$ cat src/rtl/seqr_pkg.sv
package seqr_pkg;
  localparam int NUM_LAYERS = 5;
  localparam int NUM_CONV   = 4;
  localparam int LAYER_W    = 3;

  typedef enum logic [1:0] {
    ST_IDLE,
    ST_RUN,
    ST_DRAIN
  } seq_state_e;
endpackage

$ cat src/rtl/seqr_conv_agen.sv
module seqr_conv_agen #(
  parameter int DW     = 6,
  parameter int OFF_W  = 11,
  parameter int WOFF_W = 14
) (
  input  logic              clk,
  input  logic              rst_n,
  input  logic              clr,
  input  logic              step,
  input  logic [DW-1:0]     in_w,
  input  logic [DW-1:0]     in_cw,
  input  logic [DW-1:0]     ksz,
  input  logic [DW-1:0]     out_h,
  input  logic [DW-1:0]     out_w,
  input  logic [DW-1:0]     groups,
  output logic [OFF_W-1:0]  fm_off,
  output logic [WOFF_W-1:0] wt_off,
  output logic              beat_first,
  output logic              beat_last,
  output logic              layer_end
);
  logic [DW-1:0] oy, ox, grp, ky, kx, cw;
  logic cw_w, kx_w, ky_w, g_w, ox_w, oy_w;

  assign cw_w = (cw  == in_cw  - DW'(1));
  assign kx_w = (kx  == ksz    - DW'(1));
  assign ky_w = (ky  == ksz    - DW'(1));
  assign g_w  = (grp == groups - DW'(1));
  assign ox_w = (ox  == out_w  - DW'(1));
  assign oy_w = (oy  == out_h  - DW'(1));

  // Loop nest, innermost first: channel word, kx, ky, group, ox, oy
  always_ff @(posedge clk or negedge rst_n) begin
    if (!rst_n) begin
      oy <= '0; ox <= '0; grp <= '0; ky <= '0; kx <= '0; cw <= '0;
    end else if (clr) begin
      oy <= '0; ox <= '0; grp <= '0; ky <= '0; kx <= '0; cw <= '0;
    end else if (step) begin
      if (!cw_w) cw <= cw + DW'(1);
      else begin
        cw <= '0;
        if (!kx_w) kx <= kx + DW'(1);
        else begin
          kx <= '0;
          if (!ky_w) ky <= ky + DW'(1);
          else begin
            ky <= '0;
            if (!g_w) grp <= grp + DW'(1);
            else begin
              grp <= '0;
              if (!ox_w) ox <= ox + DW'(1);
              else begin
                ox <= '0;
                if (!oy_w) oy <= oy + DW'(1);
                else oy <= '0;
              end
            end
          end
        end
      end
    end
  end

  logic [OFF_W-1:0]  row, col;
  logic [WOFF_W-1:0] kkc;

  always_comb begin
    row    = (OFF_W'(oy) << 1) + OFF_W'(ky);
    col    = (OFF_W'(ox) << 1) + OFF_W'(kx);
    fm_off = (row * OFF_W'(in_w) + col) * OFF_W'(in_cw) + OFF_W'(cw);
    kkc    = WOFF_W'(ksz) * WOFF_W'(ksz) * WOFF_W'(in_cw);
    wt_off = WOFF_W'(grp) * kkc
           + (WOFF_W'(ky) * WOFF_W'(ksz) + WOFF_W'(kx)) * WOFF_W'(in_cw)
           + WOFF_W'(cw);
  end

  assign beat_first = (cw == '0) && (kx == '0) && (ky == '0);
  assign beat_last  = cw_w && kx_w && ky_w;
  assign layer_end  = beat_last && g_w && ox_w && oy_w;

  // After a completed dot product that is not the layer's last, the next beat opens a new one
  p_next_is_first_r6: assert property (@(posedge clk) disable iff (!rst_n)
    (step && beat_last && !layer_end && !clr) |=> beat_first);
endmodule

$ cat src/rtl/seqr_fc_agen.sv
module seqr_fc_agen #(
  parameter int DW     = 6,
  parameter int OFF_W  = 11,
  parameter int WOFF_W = 14
) (
  input  logic              clk,
  input  logic              rst_n,
  input  logic              clr,
  input  logic              step,
  input  logic [OFF_W-1:0]  vec_len,
  input  logic [DW-1:0]     groups,
  output logic [OFF_W-1:0]  fm_off,
  output logic [WOFF_W-1:0] wt_off,
  output logic              beat_first,
  output logic              beat_last,
  output logic              layer_end
);
  logic [OFF_W-1:0] idx;
  logic [DW-1:0]    grp;
  logic idx_w, g_w;

  assign idx_w = (idx == vec_len - OFF_W'(1));
  assign g_w   = (grp == groups - DW'(1));

  always_ff @(posedge clk or negedge rst_n) begin
    if (!rst_n) begin
      idx <= '0; grp <= '0;
    end else if (clr) begin
      idx <= '0; grp <= '0;
    end else if (step) begin
      if (!idx_w) idx <= idx + OFF_W'(1);
      else begin
        idx <= '0;
        grp <= g_w ? '0 : grp + DW'(1);
      end
    end
  end

  assign fm_off     = idx;
  assign wt_off     = WOFF_W'(grp) * WOFF_W'(vec_len) + WOFF_W'(idx);
  assign beat_first = (idx == '0);
  assign beat_last  = idx_w;
  assign layer_end  = idx_w && g_w;

  // Inside one dot product the flattened input is walked one word at a time
  p_fc_sequential_r5: assert property (@(posedge clk) disable iff (!rst_n)
    (step && !beat_last && !clr) |=> (fm_off == $past(fm_off) + OFF_W'(1)));
endmodule

$ cat src/rtl/seqr_packer.sv
module seqr_packer #(
  parameter int NPE   = 2,
  parameter int VPW   = 4,
  parameter int FM_AW = 12
) (
  input  logic                 clk,
  input  logic                 rst_n,
  input  logic                 clr,
  input  logic [FM_AW-1:0]     base,
  input  logic                 res_valid,
  input  logic [2*NPE-1:0]     res_data,
  output logic                 wr_en,
  output logic [FM_AW-1:0]     wr_addr,
  output logic [2*VPW-1:0]     wr_data,
  output logic [FM_AW-1:0]     words
);
  localparam int RW    = 2 * NPE;
  localparam int WW    = 2 * VPW;
  localparam int SLOTS = VPW / NPE;
  localparam int SW    = (SLOTS > 1) ? $clog2(SLOTS) : 1;

  logic [SW-1:0]    slot;
  logic [WW-1:0]    acc, merged;
  logic [FM_AW-1:0] wbase, wcnt;
  logic             full;

  assign full = (slot == SW'(SLOTS - 1));

  always_comb begin
    merged = acc;
    merged[slot*RW +: RW] = res_data;
  end

  always_ff @(posedge clk or negedge rst_n) begin
    if (!rst_n) begin
      slot <= '0; acc <= '0; wbase <= '0; wcnt <= '0;
      wr_en <= 1'b0; wr_addr <= '0; wr_data <= '0;
    end else begin
      wr_en <= 1'b0;
      if (clr) begin
        slot  <= '0;
        acc   <= '0;
        wcnt  <= '0;
        wbase <= base;
      end else if (res_valid) begin
        acc <= merged;
        if (full) begin
          slot    <= '0;
          wr_en   <= 1'b1;
          wr_addr <= wbase + wcnt;
          wr_data <= merged;
          wcnt    <= wcnt + FM_AW'(1);
        end else begin
          slot <= slot + SW'(1);
        end
      end
    end
  end

  assign words = wcnt;

  // A packed word only leaves after the result that completed it
  p_write_has_result_r8: assert property (@(posedge clk) disable iff (!rst_n)
    wr_en |-> $past(res_valid));
endmodule

$ cat src/rtl/tern_layer_seq.sv
module tern_layer_seq
  import seqr_pkg::*;
#(
  parameter int NPE   = 2,
  parameter int VPW   = 4,
  parameter int DW    = 6,
  parameter int FM_AW = 12,
  parameter int WT_AW = 14
) (
  input  logic                      clk,
  input  logic                      rst_n,
  input  logic                      start,
  input  logic [NUM_LAYERS*DW-1:0]  cfg_h,
  input  logic [NUM_LAYERS*DW-1:0]  cfg_w,
  input  logic [NUM_LAYERS*DW-1:0]  cfg_cw,
  input  logic [NUM_LAYERS*DW-1:0]  cfg_k,
  input  logic [NUM_LAYERS*DW-1:0]  cfg_oc,
  output logic                      busy,
  output logic [LAYER_W-1:0]        cur_layer,
  output logic                      iss_valid,
  input  logic                      iss_ready,
  output logic [FM_AW-1:0]          fm_rd_addr,
  output logic [WT_AW-1:0]          wt_addr,
  output logic                      pe_first,
  output logic                      pe_last,
  input  logic                      res_valid,
  input  logic [2*NPE-1:0]          res_data,
  output logic                      fm_wr_en,
  output logic [FM_AW-1:0]          fm_wr_addr,
  output logic [2*VPW-1:0]          fm_wr_data,
  output logic                      done
);
  localparam int OFF_W = FM_AW - 1;
  localparam int PSH   = $clog2(NPE);
  localparam int VSH   = $clog2(VPW);
  localparam logic [FM_AW-1:0] REGION = FM_AW'(1) << (FM_AW - 1);

  seq_state_e          state;
  logic [LAYER_W-1:0]  lay;
  logic [WT_AW-1:0]    wbase;
  logic                done_q;

  // Shape table, captured at start
  logic [DW-1:0] t_h [NUM_LAYERS];
  logic [DW-1:0] t_w [NUM_LAYERS];
  logic [DW-1:0] t_cw[NUM_LAYERS];
  logic [DW-1:0] t_k [NUM_LAYERS];
  logic [DW-1:0] t_oc[NUM_LAYERS];

  logic load;
  assign load = (state == ST_IDLE) && start;

  always_ff @(posedge clk or negedge rst_n) begin
    if (!rst_n) begin
      for (int l = 0; l < NUM_LAYERS; l++) begin
        t_h[l] <= '0; t_w[l] <= '0; t_cw[l] <= '0; t_k[l] <= '0; t_oc[l] <= '0;
      end
    end else if (load) begin
      for (int l = 0; l < NUM_LAYERS; l++) begin
        t_h[l]  <= cfg_h [l*DW +: DW];
        t_w[l]  <= cfg_w [l*DW +: DW];
        t_cw[l] <= cfg_cw[l*DW +: DW];
        t_k[l]  <= cfg_k [l*DW +: DW];
        t_oc[l] <= cfg_oc[l*DW +: DW];
      end
    end
  end

  // Current layer geometry
  logic [DW-1:0]    c_h, c_w, c_cw, c_k, c_oc, o_h, o_w, grps;
  logic [OFF_W-1:0] fc_len;
  logic [FM_AW-1:0] exp_words;
  logic [WT_AW-1:0] layer_wt;
  logic             is_fc;

  always_comb begin
    c_h      = t_h[lay];
    c_w      = t_w[lay];
    c_cw     = t_cw[lay];
    c_k      = t_k[lay];
    c_oc     = t_oc[lay];
    o_h      = ((c_h - c_k) >> 1) + DW'(1);
    o_w      = ((c_w - c_k) >> 1) + DW'(1);
    grps     = c_oc >> PSH;
    is_fc    = (lay == LAYER_W'(NUM_CONV));
    fc_len   = OFF_W'(c_h) * OFF_W'(c_w) * OFF_W'(c_cw);
    layer_wt = WT_AW'(grps) * WT_AW'(c_k) * WT_AW'(c_k) * WT_AW'(c_cw);
    if (is_fc) exp_words = FM_AW'(c_oc) >> VSH;
    else       exp_words = (FM_AW'(o_h) * FM_AW'(o_w) * FM_AW'(c_oc)) >> VSH;
  end

  // Generators and packer
  logic             step, gen_clr, drain_done, advance, finish;
  logic [OFF_W-1:0] cv_fm, fc_fm;
  logic [WT_AW-1:0] cv_wt, fc_wt;
  logic             cv_first, cv_last, cv_end, fc_first, fc_last, fc_end, gen_end;
  logic [FM_AW-1:0] pk_words, pk_base;

  assign step    = iss_valid && iss_ready;
  assign gen_clr = load || advance;

  seqr_conv_agen #(.DW(DW), .OFF_W(OFF_W), .WOFF_W(WT_AW)) i_conv (
    .clk(clk), .rst_n(rst_n), .clr(gen_clr), .step(step && !is_fc),
    .in_w(c_w), .in_cw(c_cw), .ksz(c_k), .out_h(o_h), .out_w(o_w), .groups(grps),
    .fm_off(cv_fm), .wt_off(cv_wt), .beat_first(cv_first), .beat_last(cv_last),
    .layer_end(cv_end)
  );

  seqr_fc_agen #(.DW(DW), .OFF_W(OFF_W), .WOFF_W(WT_AW)) i_fc (
    .clk(clk), .rst_n(rst_n), .clr(gen_clr), .step(step && is_fc),
    .vec_len(fc_len), .groups(grps),
    .fm_off(fc_fm), .wt_off(fc_wt), .beat_first(fc_first), .beat_last(fc_last),
    .layer_end(fc_end)
  );

  assign pk_base = ((state == ST_IDLE) || lay[0]) ? REGION : '0;

  seqr_packer #(.NPE(NPE), .VPW(VPW), .FM_AW(FM_AW)) i_pack (
    .clk(clk), .rst_n(rst_n), .clr(gen_clr), .base(pk_base),
    .res_valid(res_valid), .res_data(res_data),
    .wr_en(fm_wr_en), .wr_addr(fm_wr_addr), .wr_data(fm_wr_data), .words(pk_words)
  );

  assign gen_end    = is_fc ? fc_end : cv_end;
  assign drain_done = (state == ST_DRAIN) && (pk_words == exp_words);
  assign advance    = drain_done && !is_fc;
  assign finish     = drain_done && is_fc;

  // Layer schedule
  always_ff @(posedge clk or negedge rst_n) begin
    if (!rst_n) begin
      state  <= ST_IDLE;
      lay    <= '0;
      wbase  <= '0;
      done_q <= 1'b0;
    end else begin
      done_q <= finish;
      case (state)
        ST_IDLE: if (start) begin
          state <= ST_RUN;
          lay   <= '0;
          wbase <= '0;
        end
        ST_RUN: if (step && gen_end) state <= ST_DRAIN;
        ST_DRAIN: if (finish) begin
          state <= ST_IDLE;
          lay   <= '0;
        end else if (advance) begin
          state <= ST_RUN;
          lay   <= lay + LAYER_W'(1);
          wbase <= wbase + layer_wt;
        end
        default: state <= ST_IDLE;
      endcase
    end
  end

  assign busy       = (state != ST_IDLE);
  assign cur_layer  = lay;
  assign iss_valid  = (state == ST_RUN);
  assign fm_rd_addr = (lay[0] ? REGION : '0) + FM_AW'(is_fc ? fc_fm : cv_fm);
  assign wt_addr    = wbase + (is_fc ? fc_wt : cv_wt);
  assign pe_first   = is_fc ? fc_first : cv_first;
  assign pe_last    = is_fc ? fc_last : cv_last;
  assign done       = done_q;

  // A stalled beat keeps its contents
  p_hold_beat_r7: assert property (@(posedge clk) disable iff (!rst_n)
    (iss_valid && !iss_ready) |=> (iss_valid && $stable(fm_rd_addr) && $stable(wt_addr)
                                   && $stable(pe_first) && $stable(pe_last)));

  // Write-back never lands in the region being read
  p_pingpong_r9: assert property (@(posedge clk) disable iff (!rst_n)
    fm_wr_en |-> (fm_wr_addr[FM_AW-1] != fm_rd_addr[FM_AW-1]));

  // Completion follows the final write
  p_done_after_write_r10: assert property (@(posedge clk) disable iff (!rst_n)
    done |-> ($past(fm_wr_en) && !busy));

  // Layers advance one at a time or return to the start
  p_layer_step_r2: assert property (@(posedge clk) disable iff (!rst_n)
    !$stable(cur_layer) |-> ((cur_layer == $past(cur_layer) + LAYER_W'(1)) || (cur_layer == '0)));
endmodule

$ cat config.mk
export PLATFORM = sky130hd
export DESIGN_NAME = tern_layer_seq
export DESIGN_NICKNAME = d
export VERILOG_FILES = /design/src/rtl/seqr_pkg.sv /design/src/rtl/seqr_conv_agen.sv /design/src/rtl/seqr_fc_agen.sv /design/src/rtl/seqr_packer.sv /design/src/rtl/tern_layer_seq.sv
export SDC_FILE = /design/constraint.sdc
export NUM_CORES = 2
export LEC_CHECK = 0
export BUFFER_PORTS_ARGS = -buffer_cell sky130_fd_sc_hd__buf_2
export CORE_MARGIN = 2
export CORE_UTILIZATION = 38
export CTS_BUF_LIST = sky130_fd_sc_hd__clkbuf_8
export CTS_CLUSTER_SIZE = 40
export DETAILED_ROUTE_END_ITERATION = 8
export SYNTH_ARGS = -nofsm -noshare
export SYNTH_HDL_FRONTEND = slang
export SYNTH_SLANG_ARGS = --single-unit
$ cat constraint.sdc
create_clock -name clk -period 21.4 [get_ports clk]
set_clock_uncertainty 0.15 [all_clocks]
set_input_delay 4.28 -clock clk [delete_from_list [all_inputs] [get_ports clk]]
set_output_delay 4.28 -clock clk [all_outputs]
set_load 0.05 [all_outputs]
==> impl_metrics.py <==
metrics = {
    "clock_tree": {
        "numCtsBuffers": 50,
        "cts_num_sinks": 262,
        "cts.path.max_buffers": 3,
        "cts_max_level": 2,
        "hold_buffers": 0,
        "cts_tree": "built",
        "cts_repair_resize_count": 0,
        "root_buffer": "clkbuf_8",
        "clk_latency_ns": 0.68,
        "clk_pin_slew_ns": 0.06,
        "postCtsSetupBuffers": 0,
    },
    "finish": {
        "area_growth_syn_to_layout_pct": 9.15,
        "nNetsFinal": 5549,
        "multiInputGateArea_um2": 28200,
        "final_util_pct": 41.9,
        "seqCellArea_um2": 6560,
        "diodes": 0,
        "layout-drive-gt1-share_pct": 8.97,
        "fill_cells": 9920,
    },
    "synthesis": {
        "netlist_area_um2": 37700,
        "synth_seq_cells": 262,
        "synth.net_count": 5419,
        "synth_edf_count": 0,
        "synth_top_cell_by_area": "fa_1",
        "synthTopCellsByArea": "fa_1 23%, dfrtp_1 17%, ha_1 12%",
        "yosysWarnings": 0,
        "synthDistinctLibCells": 96,
        "async_reset_ff_share_pct": 100,
        "synth_top_area_share_pct": 23.4,
        "synth_cells": 4471,
        "ys_seq_area_share_pct": 17.4,
        "avgSynthCellArea_um2": 8.43,
        "synth_flop_cell": "dfrtp_1",
    },
    "setup_path": {
        "worstPathRequired_ns": 16.97,
        "cp-start-kind": "register",
        "critPathMaxFanout": 25,
        "crit_type": "reg2out",
        "end_kind": "primary output",
        "crit_arrival_ns": 14.71,
        "crit_slowest_cell": "clkinv_1",
        "path_common_cell": "fa_1",
        "cpPeakStageDelay_ns": 0.78,
    },
    "power_and_ir_drop": {
        "ir_worst_vdd_mv": 0.0323,
        "p_leak_nw": 20.2,
        "p_per_area_nw_per_um2": 35.9,
    },
    "job": {
        "cap_viol_max_count": 0,
    },
    "floorplanning": {
        "pin_count": 214,
        "core_um2": 98300,
        "die_w_um": 319,
        "rows": 115,
        "die-area_um2": 102000,
        "dieHeight_um": 319,
        "start_util_pct": 38.3,
    },
    "route": {
        "drtAntennaViolNets": 0,
        "drt_pass1_iterations": 6,
        "wl_per_cell_um": 18.2,
        "viasPerCell": 5.10,
        "drt_iter0_markers": 2000,
        "drc": 0,
        "wirelength_um": 108000,
        "via_count": 30204,
    },
    "sta": {
        "tns_ns": 0,
        "post-route-min-period_ns": 19.14,
        "tightest_slew_ns": 1.13,
        "fmax_ghz": 0.0523,
        "final-max-slew-violation-count": 0,
        "finalHoldViolCount": 0,
        "timing.final.crit_share_pct": 89.4,
        "slew_headroom_pct": 24.5,
        "rsz0062_at_grt": "false",
        "finalSetupViolations": 0,
    },
    "global_routing": {
        "grt_pass1_wl_um": 172000,
        "antenna_found_initial": 6,
        "grtUsageTotal_pct": 21.2,
        "overflow": 0,
        "grt_pass1_vias": 30532,
        "grt_start_max_net_pins": 109,
    },
    "placed_design": {
        "hpwl_um": 84300,
        "portBuffers": 213,
        "gp_congestion": 0.882,
    },
    "outcome": {
        "status": "finished clean",
    },
    "worst_hold_path": {
        "min_path_type": "reg2reg",
    },
}
per-stage QoR:
| step | cells | area [µm²] | worst slack, ns | hold WS, ns | total power [mW] |
|---|---|---|---|---|---|
| floorplan | 4471 | 37700 | 3.13 | 0.288 | 0.791 |
| global placement | 5836 | 40000 | 3.13 | 0.300 | 0.896 |
| detailed placement | 5836 | 40000 | 3.00 | 0.309 | 0.899 |
| CTS | 5924 | 41100 | 2.22 | 0.323 | 1.49 |
| global route | 5924 | 41100 | 1.40 | 0.336 | 1.54 |
| finish | 5924 | 41100 | 2.26 | 0.320 | 1.48 |
area by class of cell:
| type | count | area share, % |
|---|---|---|
| multi-input combinational | 3436 | 68.5 |
| sequential | 262 | 16.0 |
| inverter | 596 | 5.44 |
| tap | 1287 | 3.92 |
| timing repair buffer | 255 | 3.38 |
| clock buffer | 61 | 2.04 |
| clock inverter | 27 | 0.776 |
state kept, by name, summed over array words and instances (netlist names), 2 cells and up:
register,cells
i_fc.fm_off,11
i_pack.words,12
i_pack.acc,4
state,2
i_pack.wr_addr,12
i_conv.grp,6
t_h,30
t_w,30
t_oc,30
i_conv.cw,6
i_conv.ox,6
i_conv.kx,6
i_pack.wr_data,8
cur_layer,3
i_conv.oy,6
i_conv.ky,6
i_fc.grp,6
wbase,14
t_k,30
t_cw,30
power by group:
group          switching (mW)  internal [mW]  leakage, nW  total [mW]
clock network           0.244          0.342        0.635       0.586
logic                   0.235          0.106         16.1       0.342
registers              0.0307          0.517         3.52       0.547
Yosys cell counts, drive strengths merged, types with 5 or more instances:
library cell,instances
clkbuf,126
o21bai,33
a31oi,10
xnor3,5
buf,51
and2,148
nand4,12
nor2,356
nand3b,5
nand3,45
o41ai,6
nand2b,70
o21ai,88
nor3,36
or2,14
nor2b,31
inv,590
xnor2,234
a21o,39
a2bb2oi,5
or3,17
o22ai,13
o21a,20
ha,348
o31ai,17
o2bb2ai,12
mux2,35
and3,41
a21boi,7
a211oi,8
o211ai,11
o22a,12
nor4,17
a21oi,162
clkinv,6
nor3b,18
a22oi,19
nand2,905
dfrtp,262
fa,441
xor2,83
mux2i,54
path summary, 6_finish.rpt:
check                                         startpoint  slack (ns)                            end  depth (start not counted)
worst min register to register        t_h[5]$_DFFE_PN0P_        0.32             t_h[5]$_DFFE_PN0P_                          2
worst min-delay path                  t_h[5]$_DFFE_PN0P_        0.32             t_h[5]$_DFFE_PN0P_                          2
min in group asynchronous                          rst_n        3.45           t_oc[24]$_DFFE_PN0P_                          1
max in group asynchronous                          rst_n       15.54       i_conv.cw[1]$_DFFE_PN0P_                          3
worst max register to register  cur_layer[1]$_DFFE_PN0P_        7.16  i_pack.wr_data[7]$_DFFE_PN0P_                         34
worst max-delay path            cur_layer[1]$_DFFE_PN0P_        2.26                    wt_addr[13]                         47
layer usage:
| metal | share of wire (%) | global-route usage (%) | vias to the layer above |
|---|---|---|---|
| met5 | 0 | 0 | - |
| li1 | - | - | 14390 |
| met3 | 6.0 | 2.39 | 111 |
| met2 | 45 | 34.2 | 857 |
| met1 | 46 | 30.5 | 14846 |
| met4 | 2.1 | 4.82 | 0 |
cells by family after synthesis:
family / count (synthesis) / synth area share, %
flops: 262 / 17.4
buf+inv: 773 / 7.99
fa+ha+maj: 789 / 35.0
mux: 91 / 2.61
simple gates: 1736 / 20.6
compound gates: 497 / 8.70
xor+xnor: 323 / 7.77
worst max-delay path, delay by kind of cell (launching register included):
| kind | cells | cell delay [ns] |
|---|---|---|
| and+or+nand+nor | 10 | 2.38 |
| xor gates and xnor gates | 4 | 0.83 |
| buffers and inverters | 9 | 1.45 |
| adders and majority gates | 15 | 6.33 |
| DFF | 1 | 0.72 |
| AOI/OAI and AO/OA | 9 | 2.31 |
layout by cell type (no fill, tap or decap), types with 8 or more instances in the layout:
master and n:
a211oi_1 8, a21o_1 39, a21oi_1 159, a22oi_1 18
a31oi_1 10, and2_1 146, and3_1 41, buf_2 212
buf_4 42, clkbuf_8 61, dfrtp_1 259, fa_1 441
ha_1 348, inv_1 604, mux2_2 31, mux2i_1 54
nand2_1 901, nand2b_1 69, nand3_1 45, nand4_1 12
nor2_1 353, nor2b_1 31, nor3_1 33, nor3b_1 18
nor4_1 15, o211ai_1 11, o21a_1 20, o21ai_0 82
o21bai_1 33, o22a_1 12, o22ai_1 10, o2bb2ai_1 11
o31ai_1 17, or2_2 13, or3_1 17, xnor2_1 233
xor2_1 82
(Power assumes the default switching activity.)
